===== src/rtl/con_term_pkg.sv =====
// Shared definitions for the console terminal register block.
// Assumes the word-select field is bus_addr[2:1].
package con_term_pkg;
    typedef enum logic [1:0] {
        CYC_RD16 = 2'd0,
        CYC_WR16 = 2'd1,
        CYC_WR8  = 2'd2,
        CYC_RST  = 2'd3
    } bus_cyc_e;

    localparam int BIT_DONE = 7;
    localparam int BIT_IE   = 6;
    localparam int BIT_GO   = 0;

    localparam logic [1:0] SEL_RSTAT = 2'd0;
    localparam logic [1:0] SEL_RBUF  = 2'd1;
    localparam logic [1:0] SEL_TSTAT = 2'd2;
    localparam logic [1:0] SEL_TBUF  = 2'd3;
endpackage


===== src/rtl/con_term_rx.sv =====
// Receiver side: holds the done flag, the interrupt enable, the pending
// one-character request and the last accepted character.
// Assumes at most one register access per cycle; the decoder qualifies
// every strobe.
module con_term_rx #(
    parameter int DATA_W = 8
) (
    input  logic              clk,
    input  logic              rst_n,
    input  logic              bus_rst,
    input  logic              stat_wr,
    input  logic              stat_ie,
    input  logic              stat_go,
    input  logic              buf_rd,
    input  logic [DATA_W-1:0] rx_data,
    input  logic              rx_valid,
    output logic              done,
    output logic              ie,
    output logic              pending,
    output logic [DATA_W-1:0] rbuf
);
    logic take;
    assign take = rx_valid && pending;

    // Purpose: update receiver state from bus strobes and line arrivals.
    always_ff @(posedge clk) begin
        if (!rst_n) begin
            done    <= 1'b0;
            ie      <= 1'b0;
            pending <= 1'b0;
            rbuf    <= '0;
        end else if (bus_rst) begin
            done    <= 1'b0;
            ie      <= 1'b0;
            pending <= 1'b0;
        end else begin
            if (take) begin
                rbuf    <= rx_data;
                done    <= 1'b1;
                pending <= 1'b0;
            end else if (buf_rd) begin
                done <= 1'b0;
            end
            if (stat_wr) begin
                ie <= stat_ie;
                if (stat_go) begin
                    pending <= 1'b1;
                end
            end
        end
    end

    p_take_char_r4: assert property (@(posedge clk) disable iff (!rst_n)
        (take && !bus_rst && !stat_wr) |=> (done && !pending));

    p_done_needs_req_r4: assert property (@(posedge clk) disable iff (!rst_n)
        $rose(done) |-> $past(pending));

    p_bus_reset_r10: assert property (@(posedge clk) disable iff (!rst_n)
        bus_rst |=> (!done && !ie && !pending));
endmodule


===== src/rtl/con_term_tx.sv =====
// Transmitter side: holds the interrupt enable and produces the send
// strobe and the one-cycle interrupt request.
// Assumes stat_wr and buf_wr are never high together.
module con_term_tx #(
    parameter int CHAR_W = 7
) (
    input  logic              clk,
    input  logic              rst_n,
    input  logic              stat_wr,
    input  logic              stat_ie,
    input  logic              buf_wr,
    input  logic [CHAR_W-1:0] buf_code,
    output logic              tie,
    output logic              tx_valid,
    output logic [CHAR_W-1:0] tx_data,
    output logic              tx_irq
);
    localparam logic [CHAR_W-1:0] DROP_CODE = '1;

    logic send;
    assign send = buf_wr && (buf_code != DROP_CODE);

    // Purpose: register the enable, the send pulse and the interrupt pulse.
    always_ff @(posedge clk) begin
        if (!rst_n) begin
            tie      <= 1'b0;
            tx_valid <= 1'b0;
            tx_data  <= '0;
            tx_irq   <= 1'b0;
        end else begin
            tx_valid <= 1'b0;
            tx_irq   <= 1'b0;
            if (stat_wr) begin
                tie    <= stat_ie;
                tx_irq <= stat_ie && !tie;
            end
            if (send) begin
                tx_valid <= 1'b1;
                tx_data  <= buf_code;
                tx_irq   <= tie;
            end
        end
    end

    p_enable_edge_irq_r7: assert property (@(posedge clk) disable iff (!rst_n)
        $rose(tie) |-> tx_irq);

    p_drop_code_r8: assert property (@(posedge clk) disable iff (!rst_n)
        (buf_wr && buf_code == DROP_CODE) |=> (!tx_valid && !tx_irq));
endmodule


===== src/rtl/con_term_regs.sv =====
// Console terminal register block top: decodes the bus cycle, merges
// byte writes into the current register value, and returns read data
// and the address-error response combinationally.
// Assumes ADDR_W >= 4 and one bus cycle per clock.
module con_term_regs #(
    parameter int ADDR_W  = 4,
    parameter int DATA_W  = 8,
    parameter int CHAR_W  = 7,
    parameter int IRQ_PRI = 4,
    parameter int IRQ_VEC = 'o64
) (
    input  logic              clk,
    input  logic              rst_n,
    input  logic              bus_req,
    input  logic [1:0]        bus_cyc,
    input  logic [ADDR_W-1:0] bus_addr,
    input  logic [15:0]       bus_wdata,
    output logic [15:0]       bus_rdata,
    output logic              bus_err,
    input  logic [DATA_W-1:0] rx_data,
    input  logic              rx_valid,
    output logic              rx_req,
    output logic [CHAR_W-1:0] tx_data,
    output logic              tx_valid,
    output logic              rx_irq,
    output logic              tx_irq,
    output logic [2:0]        irq_pri,
    output logic [8:0]        irq_vec
);
    import con_term_pkg::*;

    bus_cyc_e   cyc;
    logic [1:0] word_sel;
    logic       in_range, is_rd, is_wr, is_wr8, is_rst, acc_ok;
    logic       rx_done, rx_ie, tx_ie;
    logic [DATA_W-1:0] rx_buf;
    logic [15:0] cur_word, merged, wr_word;

    assign cyc      = bus_cyc_e'(bus_cyc);
    assign word_sel = bus_addr[2:1];
    assign in_range = (bus_addr[ADDR_W-1:3] == '0);
    assign is_rst   = bus_req && (cyc == CYC_RST);
    assign is_rd    = (cyc == CYC_RD16);
    assign is_wr8   = (cyc == CYC_WR8);
    assign is_wr    = (cyc == CYC_WR16) || is_wr8;

    // Purpose: flag undecoded offsets and the wrong direction at a buffer.
    always_comb begin
        bus_err = 1'b0;
        if (bus_req && !is_rst) begin
            bus_err = !in_range
                   || (word_sel == SEL_RBUF && !is_rd)
                   || (word_sel == SEL_TBUF && is_rd);
        end
    end
    assign acc_ok = bus_req && !is_rst && !bus_err;

    // Purpose: form the current read value of the selected register.
    always_comb begin
        cur_word = '0;
        unique case (word_sel)
            SEL_RSTAT: begin
                cur_word[BIT_DONE] = rx_done;
                cur_word[BIT_IE]   = rx_ie;
            end
            SEL_RBUF:  cur_word = 16'(rx_buf);
            SEL_TSTAT: begin
                cur_word[BIT_DONE] = 1'b1;
                cur_word[BIT_IE]   = tx_ie;
            end
            default:   cur_word = '0;
        endcase
    end

    // Purpose: merge a byte write into the unaddressed byte.
    always_comb begin
        if (bus_addr[0]) merged = {bus_wdata[7:0], cur_word[7:0]};
        else             merged = {cur_word[15:8], bus_wdata[7:0]};
        wr_word = is_wr8 ? merged : bus_wdata;
    end

    assign bus_rdata = (acc_ok && is_rd) ? cur_word : 16'h0000;

    con_term_rx #(.DATA_W(DATA_W)) u_rx (
        .clk      (clk),
        .rst_n    (rst_n),
        .bus_rst  (is_rst),
        .stat_wr  (acc_ok && is_wr && word_sel == SEL_RSTAT),
        .stat_ie  (wr_word[BIT_IE]),
        .stat_go  (wr_word[BIT_GO]),
        .buf_rd   (acc_ok && is_rd && word_sel == SEL_RBUF),
        .rx_data  (rx_data),
        .rx_valid (rx_valid),
        .done     (rx_done),
        .ie       (rx_ie),
        .pending  (rx_req),
        .rbuf     (rx_buf)
    );

    con_term_tx #(.CHAR_W(CHAR_W)) u_tx (
        .clk      (clk),
        .rst_n    (rst_n),
        .stat_wr  (acc_ok && is_wr && word_sel == SEL_TSTAT),
        .stat_ie  (wr_word[BIT_IE]),
        .buf_wr   (acc_ok && is_wr && word_sel == SEL_TBUF),
        .buf_code (wr_word[CHAR_W-1:0]),
        .tie      (tx_ie),
        .tx_valid (tx_valid),
        .tx_data  (tx_data),
        .tx_irq   (tx_irq)
    );

    assign rx_irq  = rx_done && rx_ie;
    assign irq_pri = 3'(IRQ_PRI);
    assign irq_vec = 9'(IRQ_VEC);

    p_err_no_send_r11: assert property (@(posedge clk) disable iff (!rst_n)
        bus_err |=> !tx_valid);

    p_err_no_data_r11: assert property (@(posedge clk) disable iff (!rst_n)
        bus_err |-> (bus_rdata == 16'h0000));
endmodule


===== config.mk =====
export PLATFORM = sky130hd
export DESIGN_NAME = con_term_regs
export DESIGN_NICKNAME = d
export VERILOG_FILES = /design/src/rtl/con_term_pkg.sv /design/src/rtl/con_term_rx.sv /design/src/rtl/con_term_tx.sv /design/src/rtl/con_term_regs.sv
export SDC_FILE = /design/constraint.sdc
export NUM_CORES = 1
export LEC_CHECK = 0
export BUFFER_PORTS_ARGS = -buffer_cell sky130_fd_sc_hd__buf_4
export CORE_MARGIN = 3
export CORE_UTILIZATION = 43
export DETAILED_ROUTE_END_ITERATION = 12
export GPL_TIMING_DRIVEN = 1
export PLACE_DENSITY = 0.84
export SETUP_SLACK_MARGIN = 0.05
export SYNTH_ARGS = -nofsm -noshare
export SYNTH_HDL_FRONTEND = slang
export SYNTH_SLANG_ARGS = --single-unit
export TNS_END_PERCENT = 20

===== constraint.sdc =====
create_clock -name clk -period 2.3 [get_ports clk]
set_input_delay 0.46 -clock clk [delete_from_list [all_inputs] [get_ports clk]]
set_output_delay 0.46 -clock clk [all_outputs]
set_load 0.02 [all_outputs]

### Yosys cells after proc, flatten, opt, wreduce, memory -nomap -nowiden

Index checks and enable logic that the tools add are counted.

| word-level totals | value |
|---|---|
| bits in registers | 21 |
| bits in latches | 0 |
| memory bits (writable) | 0 |
| ROM bits | 0 |
| input bits | 34 |
| output and inout bits | 40 |
| word-level logic and storage cells | 58 |
| memories | 0 |

| operators by class | value |
|---|---|
| add/subtract/negate cells | 0 |
| multipliers | 0 |
| div/mod/pow operators | 0 |
| order comparisons | 0 |
| eq/ne operators | 7 |
| shift-type cells | 0 |
| multiplexer cells | 14 |
| bitwise logic cells | 2 |
| reductions and logical operators | 27 |

Operator list:

| kind | count |
|---|---|
| logical AND 1 bit | 15 |
| two-way mux 7 bit | 2 |
| two-way mux 1 bit | 9 |
| == test 2 bit (second input constant) | 4 |
| two-way mux 8 bit | 1 |
| != test 7 bit (second input constant) | 1 |
| two-way mux 6 bit | 1 |
| case mux 2 bit (3 select lines) | 1 |
| == test 2 x 1 -> 1 bit (second input constant) | 2 |
| zero test 1 bit | 4 |
| zero test 2 bit | 2 |
| logical OR 1 bit | 3 |
| inverter 1 bit | 2 |
| AND reduction 2 bit | 1 |
| nonzero test 2 bit | 1 |
| OR reduction 2 bit | 1 |

### Depth between registers and ports, before layout

| depth | value |
|---|---|
| depth in word-level cells | 12 |
| mapped depth | 7 |
| depth with buffers taken out | 7 |

### Cells and area by module

Synthesis repeated with hierarchy kept, for this count alone.

| unflattened totals | value |
|---|---|
| cell total of the unflattened synthesis | 174 |
| area total of the unflattened synthesis | 1,372.6 µm² |

By module, submodules not included:

| module | instances | cells each | area each (µm²) | sequential area each (µm²) |
|---|---|---|---|---|
| con_term_regs | 1 | 78 | 499.2 | 0.0 |
| con_term_rx | 1 | 48 | 446.7 | 220.2 |
| con_term_tx | 1 | 48 | 426.7 | 200.2 |

### Least setup slack after synthesis

OpenSTA, ideal clock, no wires.

| path | value |
|---|---|
| path kind | input-to-output |
| start point | input port bus_cyc[0] |
| end point | output port bus_rdata[0] |
| arrival | 1,642 ps |
| required time | 1,840 ps |
| setup slack | 198 ps |
| stages | 5 |
| buffers on the path | 0 |
| cells stage by stage | ha_1 -> nor3b_2 -> nand3_1 -> nor3_1 -> and2_1 |

| between the ends | value |
|---|---|
| word-level cells in the longest chain between the ends | 10 |
| elaborated cells on any way between the ends | 15 |
| classes of those cells | 1 x eq/ne; 2 x mux; 12 x reduce/logical |

RTL lines:

| element | line | source |
|---|---|---|
| start, declared | con_term_regs.sv:15 | `input logic [1:0] bus_cyc,` |
| zero test 2 bit | con_term_regs.sv:43 | `assign is_rd = (cyc == CYC_RD16);` |
| zero test 1 bit | con_term_regs.sv:52 | `\|\| (word_sel == SEL_RBUF && !is_rd)` |
| logical AND 1 bit | con_term_regs.sv:52 |  |
| logical OR 1 bit | con_term_regs.sv:52 |  |
| logical OR 1 bit | con_term_regs.sv:53 | `\|\| (word_sel == SEL_TBUF && is_rd);` |
| two-way mux 1 bit | con_term_regs.sv:50 | `if (bus_req && !is_rst) begin` |
| zero test 1 bit | con_term_regs.sv:56 | `assign acc_ok = bus_req && !is_rst && !bus_err;` |
| logical AND 1 bit | con_term_regs.sv:56 |  |
| logical AND 1 bit (*) | con_term_regs.sv:82 | `assign bus_rdata = (acc_ok && is_rd) ? cur_word : 16'h0000;` |
| two-way mux 8 bit (*) | con_term_regs.sv:82 |  |
| end, declared | con_term_regs.sv:18 | `output logic [15:0] bus_rdata,` |

Mark *: on every way between the ends. The rest lies on a longest branch, timed or not.

### Worst setup path after layout

| path | value |
|---|---|
| start point | input port bus_cyc[0] |
| end point | output port bus_rdata[5] |

The elaborated chain is that of the path after synthesis.

==> qor.txt <==
H-tree Lvls: 1
RR Endpoint: u_tx.tx_irq
hold-fix buffers at CTS: 0
Final ANT Viol Nets: 0
Die W: 60.4 µm
IR Drop Worst-Case VDD: 0.000411 V
ys flop type: dfxtp_1
Num CTS Buffers: 3
Final GP Congestion: 0.804
Placeable Area: 0.00278 mm²
Seq/Total Area, Yosys: 0.330
endpoints failing setup: 0
Die Ht: 60.4 µm
CP required: 1.84 ns
dpl cells: 217
Syn. warnings: 0
port bufs: 44
cell area after synthesis: 0.00127 mm²
RSZ-0062 raised after global routing: no
number of library cell types mapped by synthesis: 38
Max Cap Violations: 0
Final Hold Violating Endpoints: 0
ys async rst share: 0
initial core utilization: 0.457
# diodes: 0
synthesis-stage register bit count: 21
mean post-synth cell area: 8.84 µm²
CTS tree: done
Synth Instances: 144
Clock Pin Slew Worst Setup and Hold Paths: 0.11 ns
DRT Pass-1 Iters: 5
DPL Wire Length: 2160 µm
CP Max Fanout: 7
NetSw: 0.000188 W
Critical Path AT: 1.71 ns
initial antenna violation count: 0
Tcrit/Tclk final: 0.944
maximum root-to-sink buffer count: 2
Startpoint Class: input pin
fin area: 0.00162 mm²
layout cells sized above 1: 0.323
clock power share: 0.264
vias in the first global route: 974
hold path endpoint: u_rx.rbuf[3]
FP Rows: 19
Hold Crit Depth: 3
fin nets: 230
drt wl/cell: 12.4 µm
placed cell area: 0.00157 mm²
global-route wire length before repair: 4200 µm
Tot Pwr: 0.000673 W
synthesis-to-layout area growth: 27.2%
IO Count: 74
DR vias: 1125
grt total ovfl: 0
r2r setup slk: 0.82 ns
hold crit path type: in -> reg
R2R cell count: 4
Max Clk Rate: 461 MHz
EDFF count, synth: 0
largest net degree at the start of global routing: 20
internal power: 0.000485 W
DRC: 0
hold path startpoint: rx_data[3]
Slew Viols, Final: 0
power per standard cell area: 415 mW/mm²
die footprint: 0.00365 mm²
outcome: finished, final reports clean
Sink Count: 21
Sw Ratio: 0.279
Sequential Power Share: 0.548
static leakage: 0.788 nW
crit path time final: 2.17 ns
Logic pwr share: 0.188
clk root buf: clkbuf_4
Worst Setup End Kind: primary output
Detailed Route WL: 2760 µm
Total GRT Usage: 0.152
Via density: 5.04
final std cells w/o fill: 223
Worst-Skew Late Latency: 0.31 ns
Setup TNS Final: 0 ns
RR Startpoint: u_tx.tie
DRT iter0 DRCs: 25
Layout Skew: 0.00693 ns
WS Path Type: in -> out
## cell families (layout without fill, tap and decap cells)
family,Yosys count,count (layout),share of synthesized area
simple gates,57,57,0.262
compound gates,21,21,0.131
mux,11,11,0.0865
fa+ha+maj,3,3,0.0295
flops,21,21,0.330
other cells,2,20,0.00590
buf+inv,28,58,0.148
xor+xnor,1,1,0.00688
## cell usage after synthesis, types with 2 or more instances
cell,count,share of area
dfxtp_1,21,0.33
buf_4,20,0.12
nand2_1,14,0.041
mux2i_1,11,0.087
nor2b_1,10,0.049
and2_1,7,0.034
o211a_1,6,0.047
a21oi_1,5,0.020
inv_1,4,0.012
nor2_1,4,0.012
ha_1,3,0.030
nand3b_1,3,0.018
nand4_1,3,0.015
nor3_1,3,0.012
o21ai_0,3,0.012
a221o_1,2,0.016
and4_1,2,0.014
conb_1,2,0.0059
nand3_1,2,0.0079
## state kept, by name (all words and copies together), names as in the netlist
signal / count
u_tx.tx_data: 7
u_rx.done: 1
u_tx.tx_valid: 1
u_rx.pending: 1
u_tx.tx_irq: 1
u_tx.tie: 1
u_rx.ie: 1
u_rx.rbuf: 8
## cell type report
class	instances	area, µm²
fillers	269	1160
multi-input cells	113	743
flip-flops and latches	21	420
repair buffers	50	375
well taps	31	38.8
clock buffers	4	26.3
inverters	4	15.0
## routing by layer
layer | routed length, µm | up-vias | GRT usage
met3 | 273 | 6 | 0.0404
li1 | - | 556 | -
met4 | 44 | 0 | 0.0570
met5 | 0 | - | 0
met1 | 1140 | 514 | 0.178
met2 | 1310 | 49 | 0.264
## what timing repair did
item | in CTS | in global routing
cloned | 0 | 0
endpoints found under the setup margin | 1 | 6
pin swaps | 1 | 2
setup buffers | 0 | 2
gates resized for setup | 0 | 3
hold endpoints to repair | 0 | 0
## cell usage in the layout, fill, tap and decap left out, types with 4 or more instances in the layout
cell type,n
a21oi_1,5
and2_1,7
buf_4,50
conb_1,20
dfxtp_1,21
inv_1,4
mux2i_1,11
nand2_1,14
nor2_1,4
nor2b_1,10
o211a_1,6
## stage by stage
| stage | setup slack (ns) | util | hold WS, ns |
|---|---|---|---|
| 6_report | 0.129 | 0.582 | 0.410 |
| 5_1_grt | 0.0640 | 0.582 | 0.415 |
| 3_5_place_dp | 0.0515 | 0.563 | 0.478 |
| 2_1_floorplan | 0.198 | - | 0.455 |
| 4_1_cts | 0.0664 | 0.572 | 0.408 |
| 3_3_place_gp | 0.0647 | 0.563 | 0.470 |
## power by group through the flow
stage          combinational [W]  sequential [W]  clock, W
2_1_floorplan          0.0000979        0.000379         0
3_3_place_gp            0.000122        0.000377         0
3_5_place_dp            0.000123        0.000377         0
4_1_cts                 0.000123        0.000368  0.000180
5_1_grt                 0.000138        0.000369  0.000194
6_report                0.000126        0.000368  0.000178
## worst max path at each step
stage | startpoint | to | slack, ns | cells past startpoint
2_1_floorplan | bus_cyc[0] | bus_rdata[0] | 0.20 | 5
3_3_place_gp | bus_cyc[0] | bus_rdata[5] | 0.06 | 8
3_5_place_dp | bus_cyc[0] | bus_rdata[3] | 0.05 | 8
4_1_cts | bus_cyc[0] | bus_rdata[5] | 0.07 | 8
5_1_grt | bus_cyc[0] | bus_rdata[4] | 0.06 | 8
6_report | bus_cyc[0] | bus_rdata[5] | 0.13 | 8
## worst max-delay path, stage by stage
cell and delay, ns:
buf_4 0.11, ha_2 0.19, nor3b_2 0.28, nand3_2 0.13, nor3_2 0.12, buf_4 0.16, and2_1 0.13, buf_4 0.14
Note: power is estimated with default switching activity, not from simulation.
